$ cat config.mk
export PLATFORM = sky130hd
export DESIGN_NAME = tick_capture_timer
export DESIGN_NICKNAME = d
export VERILOG_FILES = /design/src/rtl/tct_pkg.sv /design/src/rtl/tct_prescaler.sv /design/src/rtl/tct_core.sv /design/src/rtl/tct_ccbank.sv /design/src/rtl/tick_capture_timer.sv
export SDC_FILE = /design/constraint.sdc
export NUM_CORES = 1
export LEC_CHECK = 0
export BUFFER_PORTS_ARGS = -buffer_cell sky130_fd_sc_hd__buf_2
export CORE_ASPECT_RATIO = 0.6
export CORE_MARGIN = 2
export CORE_UTILIZATION = 35
export DETAILED_ROUTE_END_ITERATION = 8
export MAX_ROUTING_LAYER = met4
export PLACE_DENSITY = 0.56
export REMOVE_ABC_BUFFERS = 1
export SETUP_SLACK_MARGIN = 0.02
export SLEW_MARGIN = 15
export SYNTH_ARGS = -nofsm -noshare
export SYNTH_HDL_FRONTEND = slang
export SYNTH_HIERARCHICAL = 1
export SYNTH_SLANG_ARGS = --single-unit
$ cat constraint.sdc
create_clock -name clk -period 5.8 [get_ports clk]
set_input_delay 0.58 -clock clk [delete_from_list [all_inputs] [get_ports clk]]
set_output_delay 0.58 -clock clk [all_outputs]
set_load 0.05 [all_outputs]
$ cat src/rtl/tct_pkg.sv
package tct_pkg;
    typedef enum logic {
        MODE_TIMER   = 1'b0,
        MODE_COUNTER = 1'b1
    } tct_mode_e;

    function automatic int idx_width(input int n);
        return (n > 1) ? $clog2(n) : 1;
    endfunction
endpackage

$ cat src/rtl/tct_prescaler.sv
module tct_prescaler #(
    parameter int PRE_DIV = 16
) (
    input  logic clk,
    input  logic rst_n,
    input  logic en,
    output logic tick
);
    generate
        if (PRE_DIV <= 1) begin : g_pass
            assign tick = en;
        end else begin : g_div
            localparam int PW = $clog2(PRE_DIV);
            localparam logic [PW-1:0] LAST = PW'(PRE_DIV - 1);

            typedef struct packed {
                logic [PW-1:0] phase;
            } pre_s;

            pre_s st_d, st_q;

            always_comb begin
                st_d = st_q;
                if (en) begin
                    st_d.phase = (st_q.phase == LAST) ? '0 : st_q.phase + 1'b1;
                end
            end

            always_ff @(posedge clk or negedge rst_n) begin
                if (!rst_n) st_q <= '0;
                else        st_q <= st_d;
            end

            assign tick = en && (st_q.phase == LAST);
        end
    endgenerate
endmodule

$ cat src/rtl/tct_core.sv
module tct_core #(
    parameter int CNT_W = 32
) (
    input  logic             clk,
    input  logic             rst_n,
    input  logic             mode_counter,
    input  logic             do_start,
    input  logic             do_stop,
    input  logic             do_clear,
    input  logic             pre_tick,
    input  logic             ext_count,
    output logic             run_q,
    output logic [CNT_W-1:0] cnt_q,
    output logic [CNT_W-1:0] cnt_d
);
    typedef struct packed {
        logic             run;
        logic [CNT_W-1:0] cnt;
    } core_s;

    core_s st_d, st_q;
    logic  step;

    always_comb begin
        st_d = st_q;
        step = st_q.run && (mode_counter ? ext_count : pre_tick);
        if (do_clear) begin
            st_d.cnt = step ? CNT_W'(1) : '0;
        end else if (step) begin
            st_d.cnt = st_q.cnt + 1'b1;
        end
        if (do_stop) begin
            st_d.run = 1'b0;
        end else if (do_start) begin
            st_d.run = 1'b1;
        end
    end

    always_ff @(posedge clk or negedge rst_n) begin
        if (!rst_n) st_q <= '0;
        else        st_q <= st_d;
    end

    assign run_q = st_q.run;
    assign cnt_q = st_q.cnt;
    assign cnt_d = st_d.cnt;
endmodule

$ cat src/rtl/tct_ccbank.sv
module tct_ccbank #(
    parameter int CNT_W  = 32,
    parameter int NUM_CC = 4,
    localparam int IDX_W = tct_pkg::idx_width(NUM_CC)
) (
    input  logic                           clk,
    input  logic                           rst_n,
    input  logic [NUM_CC-1:0]              capture,
    input  logic                           wr_en,
    input  logic [IDX_W-1:0]               wr_idx,
    input  logic [CNT_W-1:0]               wr_data,
    input  logic [CNT_W-1:0]               cnt_q,
    input  logic [CNT_W-1:0]               cnt_d,
    output logic [NUM_CC-1:0][CNT_W-1:0]   cc_q,
    output logic [NUM_CC-1:0]              evt_q
);
    typedef struct packed {
        logic [NUM_CC-1:0][CNT_W-1:0] cc;
        logic [NUM_CC-1:0]            evt;
    } bank_s;

    bank_s st_d, st_q;
    logic  moved;

    always_comb begin
        st_d  = st_q;
        moved = (cnt_d != cnt_q);
        for (int n = 0; n < NUM_CC; n++) begin
            st_d.evt[n] = moved && (cnt_d == st_q.cc[n]);
            if (capture[n]) begin
                st_d.cc[n] = cnt_q;
            end else if (wr_en && (int'(wr_idx) == n)) begin
                st_d.cc[n] = wr_data;
            end
        end
    end

    always_ff @(posedge clk or negedge rst_n) begin
        if (!rst_n) st_q <= '0;
        else        st_q <= st_d;
    end

    assign cc_q  = st_q.cc;
    assign evt_q = st_q.evt;
endmodule

$ cat src/rtl/tick_capture_timer.sv
module tick_capture_timer #(
    parameter int CNT_W   = 32,
    parameter int NUM_CC  = 4,
    parameter int PRE_DIV = 16,
    localparam int IDX_W  = tct_pkg::idx_width(NUM_CC)
) (
    input  logic              clk,
    input  logic              rst_n,
    input  logic              cnt_mode,
    input  logic              task_start,
    input  logic              task_stop,
    input  logic              task_clear,
    input  logic              task_count,
    input  logic [NUM_CC-1:0] task_capture,
    input  logic              sw_we,
    input  logic [IDX_W-1:0]  sw_addr,
    input  logic [CNT_W-1:0]  sw_wdata,
    output logic [CNT_W-1:0]  sw_rdata,
    output logic [CNT_W-1:0]  count_o,
    output logic [NUM_CC-1:0] evt_compare
);
    import tct_pkg::*;

    logic                         run_q;
    logic                         tick;
    logic                         pre_en;
    logic                         is_counter;
    logic [CNT_W-1:0]             cnt_d;
    logic [NUM_CC-1:0][CNT_W-1:0] cc_all;

    assign is_counter = (tct_mode_e'(cnt_mode) == MODE_COUNTER);
    assign pre_en     = run_q && !is_counter;

    tct_prescaler #(.PRE_DIV(PRE_DIV)) u_pre (
        .clk  (clk),
        .rst_n(rst_n),
        .en   (pre_en),
        .tick (tick)
    );

    tct_core #(.CNT_W(CNT_W)) u_core (
        .clk         (clk),
        .rst_n       (rst_n),
        .mode_counter(is_counter),
        .do_start    (task_start),
        .do_stop     (task_stop),
        .do_clear    (task_clear),
        .pre_tick    (tick),
        .ext_count   (task_count),
        .run_q       (run_q),
        .cnt_q       (count_o),
        .cnt_d       (cnt_d)
    );

    tct_ccbank #(.CNT_W(CNT_W), .NUM_CC(NUM_CC)) u_bank (
        .clk    (clk),
        .rst_n  (rst_n),
        .capture(task_capture),
        .wr_en  (sw_we),
        .wr_idx (sw_addr),
        .wr_data(sw_wdata),
        .cnt_q  (count_o),
        .cnt_d  (cnt_d),
        .cc_q   (cc_all),
        .evt_q  (evt_compare)
    );

    always_comb begin
        sw_rdata = '0;
        for (int n = 0; n < NUM_CC; n++) begin
            if (int'(sw_addr) == n) sw_rdata = cc_all[n];
        end
    end
endmodule

==> results_dict.tcl <==
set metrics [dict create \
    startpoint_type "register" \
    viasPerCell 5.434 \
    gp_congestion 0.8964 \
    status "finished clean" \
    ant_nets 0 \
    multi_input_area_um2 5951 \
    power_frac_seq_pct 44.0 \
    ys_seq_area_share_pct 38.68 \
    worstPathArrival_ns 4.92 \
    final_common_cell "dfrtp_1" \
    critPathBufInv 0 \
    rr_endpoint "u_bank/evt_q[3]" \
    dp_slack_ns 1.208 \
    synth_edf_count 0 \
    r2r_start "u_core/run_q" \
    r2r_slack_ns 1.24 \
    die-area_um2 32720 \
    cts_sinks 169 \
    crit_fanout 16 \
    instances_no_fill 1543 \
    power_density_nw_per_um2 260.4 \
    drv_slew 0 \
    seqCellArea_um2 4229 \
    fin_tns_setup_ns 0 \
    dieHeight_um 140.9 \
    portBuffers 113 \
    start_util_pct 35.31 \
    switchingPower_uw 979.5 \
    drive_gt1_share_pct 18.29 \
    setup_slack_ns 1.236 \
    comb_power_share_pct 18.4 \
    grtUsageTotal_pct 22.33 \
    ys_ff_latch 169 \
    io_pins 114 \
    hpwl_um 24960 \
    setup.worst_path.class "reg2reg" \
    timing.final.crit_share_pct 78.68 \
    grt_antenna_before_repair 1 \
    fillCellCount 3115 \
    worst_pin_slew_ns 1.099 \
    cts_tree "yes" \
    htree_levels 4 \
    cp_cell_sequence "nor2b_1 -> nand2_1 -> nor2_1 -> mux2_2 -> nand2b_1 -> or4_1 -> a21oi_1 -> xor2_1 -> nor4_1 -> nand4_1 -> a211oi_1" \
    layout_common_cells "dfrtp_1 (169), nand2_1 (141), o21ai_0 (133)" \
    clock_skew_ns 0.009386 \
    path_clk_slew_ns 0.07 \
    syn_area_um2 10930 \
    post_cts_buffers 0 \
    fmax_ghz 0.2191 \
    period_minus_slack_ns 4.564 \
    cap_violations 0 \
    drtIter0Drc 813 \
    holdCritPathClass "in2async" \
    cp.required_ns 6.15 \
    internal_power_mw 2.146 \
    slowest_delay_ns 0.69 \
    syn_inst 1085 \
    synth.avg_cell_area_um2 10.08 \
    clkLatencyLatePin_ns 0.45 \
    dp_cells 1510 \
    grt_max_degree 92 \
    cts_resized 0 \
    cts-root-buf "clkbuf_16" \
    ir_worst_vdd_v 0.0002142 \
    placed_area_um2 11410 \
    wire_per_inst_um 22.41 \
    p_sw_share_pct 31.34 \
    ys_warn_count 6 \
    num_vias 8385 \
    drc 0 \
    cts_buffers 17 \
    fin_area_um2 12000 \
    rsz0062_at_grt "no" \
    grt_pass1_wl_um 52780 \
    grt_pass1_vias 8059 \
    ys.flop_type "dfrtp_1" \
    p_leak_nw 5.809 \
    endpoint_kind "register" \
    yosysUniqueCellTypes 38 \
    overflow 0 \
    dr.pass1.iters 5 \
    fin_nets 1161 \
    setup-violations-final 0 \
    hold_violations 0 \
    coreArea_um2 30970 \
    p_clk_share_pct 37.6 \
    syn2layout_area_growth_pct 9.773 \
    std_cell_rows 50 \
    die_w_um 232.2 \
    ys_async_sr_fraction_pct 100.0 \
    slew_headroom_pct 26.73 \
    startpoint "u_core/run_q" \
    routed_wl_um 34570 \
    cts_buffer_depth 2 \
    path_delay_family "simple AND/OR/NAND/NOR gates" \
    hold_buffers 0 \
    slowest_stage "nor4_1" \
    r2r.worst_path.cells 11 \
]
==> cell families after synthesis <==
family	Yosys count	synth area share [%]
compound gates	165	8.102
xor+xnor	171	13.70
fa+ha+maj	2	0.2288
buf+inv	127	7.220
flops	169	38.68
mux	172	19.60
simple gates	279	12.47
==> layout make-up <==
cell class	instances	share of cell area, %
Antenna cell	1	0.02085
Clock buffer	25	4.128
Clock inverter	7	0.7505
Inverter	8	0.2502
Multi-Input combinational cell	789	49.58
Sequential cell	169	35.23
Tap cell	416	4.336
Timing Repair Buffer	128	5.702
==> flip-flops by register name, summed over array words and instances, names as in the netlist <==
name,flops
u_bank/cc_q,128
u_core/run_q,1
u_core/cnt_q,32
u_pre/g_div.st_q,4
u_bank/evt_q,4
==> per-stage QoR <==
step	hold WS, ns	power [mW]	util, %
detailed placement	0.4937	1.966	36.86
global placement	0.5050	1.960	36.86
CTS	0.2587	3.140	38.75
global route	0.2715	3.250	38.76
finish	0.1736	3.126	38.76
floorplan	0.2844	1.711	-
==> cells in the mapped netlist, drive strengths merged (4+ instances only) <==
library cell | n | area share, %
nor4 | 44 | 2.6
inv | 8 | 0.27
nand4 | 26 | 1.5
or4 | 9 | 0.65
buf | 104 | 6.4
nand2 | 141 | 4.8
xnor2 | 40 | 3.2
a21oi | 14 | 0.64
mux4 | 32 | 6.7
nor2 | 22 | 0.76
xor2 | 131 | 10
nor2b | 10 | 0.57
a31oi | 4 | 0.46
o31ai | 8 | 0.55
or3 | 5 | 0.29
dfrtp | 169 | 39
o21ai | 135 | 6.2
clkbuf | 15 | 0.56
nand3 | 12 | 0.55
mux2i | 129 | 12
mux2 | 11 | 1.1
a211oi | 4 | 0.27
==> worst max-delay path by stage <==
stage,to,slack (ns),depth (start not counted)
after floorplan,u_bank/evt_q[0],2.35,8
after detailed placement,u_bank/evt_q[2],1.21,12
after CTS,u_bank/evt_q[2],1.37,11
after global placement,u_bank/evt_q[0],1.23,12
after global routing,u_bank/evt_q[0],0.97,11
final,u_bank/evt_q[3],1.24,11
==> power by group through the flow <==
| stage | Sequential [mW] | Combinational, mW | Clock [mW] |
|---|---|---|---|
| 6_report | 1.38 | 0.575 | 1.18 |
| 5_1_grt | 1.39 | 0.621 | 1.24 |
| 4_1_cts | 1.37 | 0.574 | 1.19 |
| 3_5_place_dp | 1.39 | 0.572 | 0 |
| 3_3_place_gp | 1.39 | 0.568 | 0 |
| 2_1_floorplan | 1.36 | 0.352 | 0 |
==> layer usage <==
metal  share of wire, %  GRT usage (%)  routed length (um)  vias up
li1                   -              -                   -     3841
met1                 53          36.09               18420     4179
met2                 38          27.40               13240      343
met3                7.5          4.773                2589       22
met4               0.92          4.487                 319        0
met5                  0              -                   0        -
==> worst register-to-register path: stages, from the launching register on <==
cell	delay, ns
dfrtp_1	0.49
nor2b_1	0.36
nand2_1	0.13
nor2_1	0.16
mux2_2	0.32
nand2b_1	0.38
or4_1	0.58
a21oi_1	0.68
xor2_1	0.15
nor4_1	0.69
nand4_1	0.29
a211oi_1	0.26
(Power assumes the default switching activity.)
